File: src/rtl/dtr_pkg.sv
package dtr_pkg;

  // Register layout (byte addresses)
  localparam int TMR_STRIDE = 'h10;
  localparam int OFS_DIV    = 'h00;
  localparam int OFS_DATA   = 'h04;
  localparam int OFS_CTRL   = 'h08;
  localparam int ADR_TIME   = 'h38;
  localparam int ADR_MASK   = 'h48;
  localparam int ADR_ACK    = 'h4C;
  localparam int ADR_RAW    = 'h50;
  localparam int ADR_MASKED = 'h54;

  // Control field layout
  localparam int OP_W         = 2;
  localparam int SRC_W        = 3;
  localparam int CTRL_W       = OP_W + SRC_W;
  localparam int SRC_EXT      = 0;
  localparam int SRC_INT_BASE = 4;

  typedef enum logic [OP_W-1:0] {
    OP_LOAD = 2'd0,
    OP_HOLD = 2'd1,
    OP_RUN  = 2'd2,
    OP_BAD  = 2'd3
  } tmr_op_e;

  localparam logic [CTRL_W-1:0] CTRL_RST = CTRL_W'(OP_HOLD);

  function automatic int tmr_adr(input int idx, input int ofs);
    return idx * TMR_STRIDE + ofs;
  endfunction

endpackage

File: src/rtl/dtr_tick_sel.sv
module dtr_tick_sel
  import dtr_pkg::*;
#(
  parameter int N_INT = 4
) (
  input  logic [SRC_W-1:0] src,
  input  logic             ext_tick,
  input  logic [N_INT-1:0] int_tick,
  output logic             tick
);

  logic [N_INT-1:0] hit;

  // One comparator per internal strobe; codes outside the decoded set never tick.
  for (genvar g = 0; g < N_INT; g++) begin : g_int
    assign hit[g] = int_tick[g] && (int'(src) == SRC_INT_BASE + g);
  end

  assign tick = ((int'(src) == SRC_EXT) && ext_tick) || (|hit);

endmodule

File: src/rtl/dtr_down_counter.sv
module dtr_down_counter
  import dtr_pkg::*;
#(
  parameter int CNT_W = 32
) (
  input  logic             clk,
  input  logic             rst_n,
  input  tmr_op_e          op,
  input  logic             tick,
  input  logic [CNT_W-1:0] reload,
  output logic [CNT_W-1:0] count,
  output logic             expire
);

  logic at_end;

  assign at_end = (count <= CNT_W'(1));
  assign expire = (op == OP_RUN) && tick && at_end;

  always_ff @(posedge clk or negedge rst_n) begin
    if (!rst_n) begin
      count <= '0;
    end else begin
      case (op)
        OP_LOAD: count <= reload;
        OP_RUN: begin
          if (tick) begin
            count <= at_end ? reload : count - CNT_W'(1);
          end
        end
        default: count <= count;  // hold and illegal code
      endcase
    end
  end

endmodule

File: src/rtl/dtr_irq_unit.sv
module dtr_irq_unit #(
  parameter int N = 2
) (
  input  logic         clk,
  input  logic         rst_n,
  input  logic [N-1:0] hit,
  input  logic         mask_we,
  input  logic [N-1:0] mask_wd,
  input  logic         ack_we,
  input  logic [N-1:0] ack_wd,
  output logic [N-1:0] raw,
  output logic [N-1:0] mask,
  output logic [N-1:0] masked,
  output logic         irq
);

  logic [N-1:0] ack_clr;

  assign ack_clr = ack_we ? ack_wd : '0;

  always_ff @(posedge clk or negedge rst_n) begin
    if (!rst_n) begin
      raw  <= '0;
      mask <= '0;
    end else begin
      raw <= (raw & ~ack_clr) | hit;  // new expiry overrides a same-cycle clear
      if (mask_we) begin
        mask <= mask_wd;
      end
    end
  end

  assign masked = raw & mask;
  assign irq    = |masked;

endmodule

File: src/rtl/dtr_dual_timer.sv
module dtr_dual_timer
  import dtr_pkg::*;
#(
  parameter int DATA_W = 32,
  parameter int CNT_W  = 32,
  parameter int ADDR_W = 7,
  parameter int N_INT  = 4
) (
  input  logic              clk,
  input  logic              rst_n,
  input  logic [ADDR_W-1:0] bus_addr,
  input  logic              bus_we,
  input  logic [DATA_W-1:0] bus_wdata,
  output logic [DATA_W-1:0] bus_rdata,
  input  logic              ext_tick,
  input  logic [N_INT-1:0]  int_tick,
  output logic              irq_o
);

  localparam int NUM_TMR = 2;

  logic [CNT_W-1:0]   div_q  [NUM_TMR];
  logic [CTRL_W-1:0]  ctrl_q [NUM_TMR];
  logic [CNT_W-1:0]   cnt_q  [NUM_TMR];
  logic [NUM_TMR-1:0] tmr_tick;
  logic [NUM_TMR-1:0] tmr_exp;
  logic [NUM_TMR-1:0] irq_raw;
  logic [NUM_TMR-1:0] irq_mask;
  logic [NUM_TMR-1:0] irq_masked;
  logic [DATA_W-1:0]  time_q;
  logic               mask_we;
  logic               ack_we;

  assign mask_we = bus_we && (int'(bus_addr) == ADR_MASK);
  assign ack_we  = bus_we && (int'(bus_addr) == ADR_ACK);

  for (genvar t = 0; t < NUM_TMR; t++) begin : g_tmr
    logic div_we;
    logic ctrl_we;

    assign div_we  = bus_we && (int'(bus_addr) == tmr_adr(t, OFS_DIV));
    assign ctrl_we = bus_we && (int'(bus_addr) == tmr_adr(t, OFS_CTRL));

    always_ff @(posedge clk or negedge rst_n) begin
      if (!rst_n) begin
        div_q[t]  <= '0;
        ctrl_q[t] <= CTRL_RST;
      end else begin
        if (div_we)  div_q[t]  <= bus_wdata[CNT_W-1:0];
        if (ctrl_we) ctrl_q[t] <= bus_wdata[CTRL_W-1:0];
      end
    end

    dtr_tick_sel #(
      .N_INT(N_INT)
    ) u_sel (
      .src      (ctrl_q[t][CTRL_W-1:OP_W]),
      .ext_tick (ext_tick),
      .int_tick (int_tick),
      .tick     (tmr_tick[t])
    );

    dtr_down_counter #(
      .CNT_W(CNT_W)
    ) u_cnt (
      .clk    (clk),
      .rst_n  (rst_n),
      .op     (tmr_op_e'(ctrl_q[t][OP_W-1:0])),
      .tick   (tmr_tick[t]),
      .reload (div_q[t]),
      .count  (cnt_q[t]),
      .expire (tmr_exp[t])
    );
  end

  dtr_irq_unit #(
    .N(NUM_TMR)
  ) u_irq (
    .clk     (clk),
    .rst_n   (rst_n),
    .hit     (tmr_exp),
    .mask_we (mask_we),
    .mask_wd (bus_wdata[NUM_TMR-1:0]),
    .ack_we  (ack_we),
    .ack_wd  (bus_wdata[NUM_TMR-1:0]),
    .raw     (irq_raw),
    .mask    (irq_mask),
    .masked  (irq_masked),
    .irq     (irq_o)
  );

  always_ff @(posedge clk or negedge rst_n) begin
    if (!rst_n) begin
      time_q <= '0;
    end else begin
      time_q <= time_q + DATA_W'(1);
    end
  end

  always_comb begin
    bus_rdata = '0;
    for (int t = 0; t < NUM_TMR; t++) begin
      if (int'(bus_addr) == tmr_adr(t, OFS_DIV))  bus_rdata = DATA_W'(div_q[t]);
      if (int'(bus_addr) == tmr_adr(t, OFS_DATA)) bus_rdata = DATA_W'(cnt_q[t]);
      if (int'(bus_addr) == tmr_adr(t, OFS_CTRL)) bus_rdata = DATA_W'(ctrl_q[t]);
    end
    if (int'(bus_addr) == ADR_TIME)   bus_rdata = time_q;
    if (int'(bus_addr) == ADR_MASK)   bus_rdata = DATA_W'(irq_mask);
    if (int'(bus_addr) == ADR_RAW)    bus_rdata = DATA_W'(irq_raw);
    if (int'(bus_addr) == ADR_MASKED) bus_rdata = DATA_W'(irq_masked);
  end

endmodule

File: config.mk
export PLATFORM = sky130hd
export DESIGN_NAME = dtr_dual_timer
export DESIGN_NICKNAME = d
export VERILOG_FILES = /design/src/rtl/dtr_pkg.sv /design/src/rtl/dtr_tick_sel.sv /design/src/rtl/dtr_down_counter.sv /design/src/rtl/dtr_irq_unit.sv /design/src/rtl/dtr_dual_timer.sv
export SDC_FILE = /design/constraint.sdc
export NUM_CORES = 1
export LEC_CHECK = 0
export ABC_AREA = 1
export BUFFER_PORTS_ARGS = -buffer_cell sky130_fd_sc_hd__clkbuf_2
export CAP_MARGIN = 15
export CORE_AREA = 2 2 163 165
export CTS_BUF_LIST = sky130_fd_sc_hd__clkbuf_8
export DETAILED_ROUTE_END_ITERATION = 8
export DIE_AREA = 0 0 165 167
export MAX_ROUTING_LAYER = met4
export PLACE_DENSITY = 0.59
export SYNTH_ARGS = -nofsm -noshare
export SYNTH_HDL_FRONTEND = slang
export SYNTH_HIERARCHICAL = 1
export SYNTH_SLANG_ARGS = --single-unit
File: constraint.sdc
create_clock -name clk -period 3.51 [get_ports clk]
set_input_delay 0.351 -clock clk [delete_from_list [all_inputs] [get_ports clk]]
set_output_delay 0.351 -clock clk [all_outputs]
set_load 0.02 [all_outputs]
==> flow_summary.toml, run 1 <==
[critical_path]
ff2ff_path_depth = 10
arrival_ps = 2110
cp.required_ps = 3160
crit_chain = "clkbuf_2, inv_1, nand3_1, nor2_4, nand2_1, nand3_1, nand2_1, nand2_1, nand2_1, a21oi_1, clkbuf_2"
rr_startpoint = "g_tmr[0].u_cnt/count[0]"
cpMostUsedCell = "nand2_1"
cp_max_fo = 31
slowest_stage = "nor2_4"
worstSetupStartpointType = "input pin"
rr_endpoint = "g_tmr[0].u_cnt/count[19]"
end_kind = "output port"
critPathKind = "in -> out"
reg2reg_setup_slack_ps = 1130
critPathMaxStageDelay_ps = 630

[global_routing]
met3_usage = 0.0356
overflow = 0
grt_pass1_wl_um = 56200
grt_util_met1 = 0.371
grt_antenna_before_repair = 0
grt_max_degree = 74
grt.total_usage = 0.274
use_met2 = 0.436
first_global_vias = 10100
top_usage_layer = "met2"

[routing]
vias = 10700
drc = 0
final_antenna_net_count = 0
wire_per_inst_um = 17.2
drtIter0Drc = 899
firstDrtPassIters = 6
wl_um = 35600
viasPerCell = 5.18

[yosys]
synth_flop_cell = "dfrtp_1"
synth_fa_ha_area_frac = 0.00556
ys_seq_area_frac = 0.387
synth_compound_area_frac = 0.0930
synthMuxAreaShare = 0
syn_area_um2 = 11200
synth-edff-count = 0
synth_cell_types = 38
synth_area_leaders = "dfrtp_1 (38%), nand2_1 (21%), inv_1 (6.6%)"
synth-xor-area-share = 0.0506
synthSimpleGateAreaFrac = 0.367
ys_ff_latch = 174
yosysWarnings = 6
synth_top_family_by_area = "simple AND/OR/NAND/NOR gates"
syn_inst = 1663
synth.net_count = 1715
yosysTopAreaCell = "dfrtp_1"
async_flop_share = 1.00
yosys.area.top_type_share = 0.383
avgSynthCellArea_um2 = 6.76

[clock_network]
postCtsSetupRepairBufs = 0
cts_tree = "yes"
insertion_delay_ps = 470
clk_path_buf_depth = 2
cts_resized = 0
htree_num_levels = 4
root_buffer = "clkbuf_8"
numCtsBuffers = 17
ctsHoldBuffers = 1
clk_pin_slew_ps = 110
clkSinkCount = 174

[min_path]
min_from = "bus_wdata[23]"
hold_depth = 3
hp-class = "in -> reg"
whs_endpoint = "div_q[55]"

[timing]
fin_tns_setup_ps = 0
tightest_slew_ps = 902
skew_ps = 14.8
final-hold-violation-count = 0
finalSetupViolCount = 0
final_max_slew_viol_count = 0
fmax_mhz = 406
rsz0062_at_grt = "no"
fin_crit_ps = 2460
max_slew_margin = 0.395
period_share = 0.701

[power_and_ir_drop]
p_per_area_nw_per_um2 = 495
p_leak_uw = 0.00641
power_uw = 6110
ir_worst_vdd_v = 0.000238

[floorplan]
die_area_um2 = 27600
fp.dieH_um = 167
core_area_um2 = 25800
ios = 80
fp-row-count = 59
die_x_um = 165
start_util = 0.437

[layout]
finalNetCount = 1776
multi_input_area_um2 = 5810
ff_latch_area_um2 = 4360
drive_gt1_frac = 0.107
diodes = 0
final_common_cell = "nand2_1"
final_cell_mix = "nand2_1 (633), inv_1 (200), dfrtp_1 (172)"
areaGrowthSynthToFinish_pct = 9.68
nFillCells = 2729

[place]
port_buffers = 79
place_hpwl_um = 26600
place_congestion = 0.977

[status]
outcome = "finished, final reports clean"

[flow_run]
drv_cap = 0
[stage by stage]
stage / std cells / hold WS (ps) / utilization / worst slack (ps) / instance area, µm²
after global routing: 2072 / 96.7 / 0.479 / 804 / 12300
after floorplan: 1663 / 55.4 / - / 1640 / 11200
after detailed placement: 2039 / 445 / 0.462 / 1050 / 11900
after global placement: 2039 / 445 / 0.462 / 1070 / 11900
after CTS: 2072 / 94.2 / 0.479 / 1050 / 12300
final: 2072 / 113 / 0.479 / 1050 / 12300
[routing by layer]
metal	part of all wire	wire length, µm	vias to the layer above
met5	0	0	-
met4	0.021	730	0
met3	0.049	1760	51
met2	0.47	16700	314
met1	0.46	16300	5077
li1	-	-	5297
[layout make-up]
cell class,count,area share
Multi-Input combinational cell,1228,0.471
Timing Repair Buffer,94,0.0439
Inverter,209,0.0636
Clock buffer,18,0.0201
Sequential cell,174,0.353
Clock inverter,14,0.0145
Tap cell,335,0.0340
[where the power goes]
group          internal (µW)  total (µW)  switching [µW]  leakage [µW]
clock                    739        1580             841      0.000223
combinational            641        1970            1330       0.00385
sequential              2220        2560             340       0.00234
[synthesized netlist by cell type (12+ instances only)]
| library cell | count |
|---|---|
| nand2_1 | 633 |
| inv_1 | 199 |
| dfrtp_1 | 172 |
| nor2_1 | 170 |
| nand3_1 | 94 |
| o21ai_1 | 60 |
| xor2_1 | 57 |
| a21oi_1 | 36 |
| o21ai_0 | 21 |
| clkbuf_1 | 20 |
| o211ai_1 | 20 |
| nand4_1 | 19 |
| nor3_1 | 19 |
| nor2_2 | 15 |
| buf_2 | 14 |
| o21bai_1 | 14 |
| o21bai_2 | 12 |
[sequential cells by signal (all words and copies together) (netlist names)]
signal and flops:
ctrl_q 10, div_q 64, g_tmr.u_cnt/count 64, time_q 32, u_irq/mask 2, u_irq/raw 2
[worst max-delay path: cells and delay by family]
| family | cells | cell delay, ps |
|---|---|---|
| simple gates | 7 | 1180 |
| compound gates | 1 | 150 |
| buf+inv | 3 | 410 |
[worst max path at each step]
stage / startpoint / to / slack [ps] / cells after the start
2_1_floorplan: bus_addr[1] / bus_rdata[4] / 1640 / 10
3_3_place_gp: bus_addr[1] / bus_rdata[2] / 1070 / 11
3_5_place_dp: bus_addr[3] / bus_rdata[2] / 1050 / 11
4_1_cts: bus_addr[3] / bus_rdata[2] / 1050 / 11
5_1_grt: bus_addr[3] / bus_rdata[4] / 800 / 11
6_report: bus_addr[3] / bus_rdata[2] / 1050 / 11
[cell families (layout without fill, tap and decap cells)]
kind of cell | count (synthesis) | after routing
and+or+nand+nor | 987 | 987
xor gates and xnor gates | 65 | 65
AOI/OAI and AO/OA | 171 | 171
DFF | 174 | 174
adders and majority gates | 5 | 5
buffers and inverters | 261 | 335
Note: power is estimated with default switching activity, not from simulation.
==> run 2, diff against run 1 <==
--- a/config.mk
+++ b/config.mk
@@ -5,15 +5,15 @@
 export SDC_FILE = /design/constraint.sdc
 export NUM_CORES = 1
 export LEC_CHECK = 0
-export ABC_AREA = 1
+export ABC_AREA = 0
 export BUFFER_PORTS_ARGS = -buffer_cell sky130_fd_sc_hd__clkbuf_2
 export CAP_MARGIN = 15
-export CORE_AREA = 2 2 163 165
+export CORE_AREA = 2 2 161 163
 export CTS_BUF_LIST = sky130_fd_sc_hd__clkbuf_8
 export DETAILED_ROUTE_END_ITERATION = 8
-export DIE_AREA = 0 0 165 167
+export DIE_AREA = 0 0 163 165
 export MAX_ROUTING_LAYER = met4
-export PLACE_DENSITY = 0.59
+export PLACE_DENSITY = 0.58
 export SYNTH_ARGS = -nofsm -noshare
 export SYNTH_HDL_FRONTEND = slang
 export SYNTH_HIERARCHICAL = 1
==> constraint.sdc (replaced) <==
create_clock -name clk -period 2.5 [get_ports clk]
set_input_delay 0.25 -clock clk [delete_from_list [all_inputs] [get_ports clk]]
set_output_delay 0.25 -clock clk [all_outputs]
set_load 0.02 [all_outputs]
==> run 2 against run 1 <==
  * Global-route usage grew 0.23 points
  * Largest power group unchanged
  * Critical endpoint is now bus_rdata[5]
  * Clock power grew 47%
  * Final cell count shrank 24%
==> flow_summary.toml, run 2 <==
[layout]
biggestRegsByFlops = "div_q (64), g_tmr.u_cnt/count (64), time_q (32)"
final_cell_mix = "dfrtp_1 (172), nand2_1 (105), buf_4 (82)"
final_common_cell = "dfrtp_1"
finalNetCount = 1289
diodes = 0
areaGrowthSynthToFinish_pct = 18.3
drive_gt1_frac = 0.223

[critical_path]
end_kind = "output port"
rr_endpoint = "g_tmr[1].u_cnt/count[11]"
arrival_ps = 2150
rr_startpoint = "g_tmr[1].u_cnt/count[11]"
ff2ff_path_depth = 7
reg2reg_setup_slack_ps = 110
cp_max_fo = 21
cp.required_ps = 2250
critPathKind = "in -> out"
worstSetupStartpointType = "input pin"

[global_routing]
grt.total_usage = 0.276
first_global_vias = 9458
grt_max_degree = 60
overflow = 0
grt_pass1_wl_um = 55000
grt_antenna_before_repair = 0

[clock_network]
cts_tree = "yes"
htree_num_levels = 4
clk_path_buf_depth = 2
numCtsBuffers = 17
clkSinkCount = 174
clk_pin_slew_ps = 90
root_buffer = "clkbuf_8"
insertion_delay_ps = 480

[timing]
finalSetupViolCount = 0
skew_ps = 22.0
final_max_slew_viol_count = 0
fmax_mhz = 417
timing.final.ws_setup_ps = 100
period_share = 0.960
rsz0062_at_grt = "no"
final-hold-violation-count = 0
fin_tns_setup_ps = 0
tightest_slew_ps = 761
max_slew_margin = 0.493
fin_crit_ps = 2400

[min_path]
hp-class = "in -> reg"
whs_endpoint = "div_q[14]"
min_from = "bus_wdata[14]"
hold_depth = 2

[yosys]
synth_cell_types = 78
ys_seq_area_frac = 0.402
synthTopCellsByCount = "dfrtp_1 (172), nand2_1 (105), mux2_1 (71)"
synth.most_common_cell = "dfrtp_1"
syn_inst = 1094
ys_ff_latch = 174
synth.net_count = 1146
yosysWarnings = 6
async_flop_share = 1.00
yosys.area.top_type_share = 0.397
syn_area_um2 = 10800
synth-edff-count = 0
synth_area_leaders = "dfrtp_1 (40%), mux2_1 (7.4%), nand2_1 (3.6%)"
synth_flop_cell = "dfrtp_1"
avgSynthCellArea_um2 = 9.91
yosysTopAreaCell = "dfrtp_1"

[power_and_ir_drop]
p_per_area_nw_per_um2 = 676
ir_worst_vdd_v = 0.000284
p_leak_uw = 0.00586

[place]
place_hpwl_um = 25900
dp_slack_ps = 122
place_congestion = 0.915
port_buffers = 79

[floorplan]
core_area_um2 = 25000
ios = 80
fp.dieH_um = 165
die_area_um2 = 26900
die_x_um = 163
fp-row-count = 58
start_util = 0.433

[routing]
firstDrtPassIters = 8
viasPerCell = 6.18
drc = 0
wire_per_inst_um = 22.2
drtIter0Drc = 1050
wl_um = 35100
final_antenna_net_count = 0
vias = 9770

[flow_run]
drv_cap = 0

[status]
outcome = "finished, final reports clean"
[run 2: cell count changes after synthesis, sizes merged, moves of 26 or more]
cell	before	now
nor2	192	68
a21o	0	31
mux2	0	78
inv	207	24
nand2	640	105
nor4	8	45
nand3	99	56
o21bai	26	0
mux2i	0	30
xor2	57	7
o21ai	81	53
[run 2: worst max-delay path by stage]
stage | from | endpoint | cells past startpoint
after floorplan | g_tmr[1].u_cnt/count[0] | g_tmr[1].u_cnt/count[26] | 7
after global placement | ctrl_q[4] | g_tmr[1].u_cnt/count[26] | 7
after detailed placement | ctrl_q[4] | g_tmr[1].u_cnt/count[26] | 7
after CTS | ctrl_q[4] | g_tmr[1].u_cnt/count[26] | 7
after global routing | bus_addr[1] | bus_rdata[5] | 7
final | bus_addr[1] | bus_rdata[5] | 7
[run 2: power by group]
group	internal, µW	switching [µW]	leakage, µW
logic	1220	1580	0.00329
clock network	1180	1140	0.000227
registers	3120	428	0.00234
[run 2: cells by family after synthesis]
group,share of synthesized area
flops,0.402
fa+ha+maj,0.00577
compound gates,0.185
xor+xnor,0.0242
buf+inv,0.0469
simple gates,0.227
mux,0.109
[run 2: metal layers]
| metal | routed length [µm] | GRT usage | vias up | part of all wire |
|---|---|---|---|---|
| li1 | - | - | 4486 | - |
| met1 | 15600 | 0.364 | 4857 | 0.45 |
| met4 | 1230 | 0.105 | 0 | 0.035 |
| met2 | 16200 | 0.429 | 357 | 0.46 |
| met5 | 0 | - | - | 0 |
| met3 | 2030 | 0.0434 | 70 | 0.058 |
[run 2: metrics by stage]
step	instances	area (µm²)	utilization	hold slack (ps)	total power (µW)
6_report	1580	12800	0.513	21.6	8670
5_1_grt	1580	12800	0.513	5.62	9130
4_1_cts	1578	12800	0.511	0.758	8650
3_5_place_dp	1526	12100	0.485	169	6300
3_3_place_gp	1526	12100	0.485	171	6280
2_1_floorplan	1094	10800	-	-45.6	5120
[run 2: cell type report]
type | count | area, µm²
flip-flops and latches | 174 | 4360
clock inverters | 12 | 183
clock buffers | 20 | 275
multi-input cells | 825 | 6040
fillers | 2353 | 12200
inverters | 24 | 90.1
repair buffers | 195 | 1480
well taps | 330 | 413
[run 2: critical path, cell delays in order]
cell and delay (ps):
clkbuf_2 190, nor4_4 360, nor2b_1 260, buf_12 200, a222oi_1 170, o31ai_1 460, clkbuf_2 260
[run 2: repair_timing]
item                       CTS  global route
hold endpoints to repair    62             2
hold buffers                20             1
setup endpoints to repair    0             7
buffers inserted             0             1
resized for setup            0             4
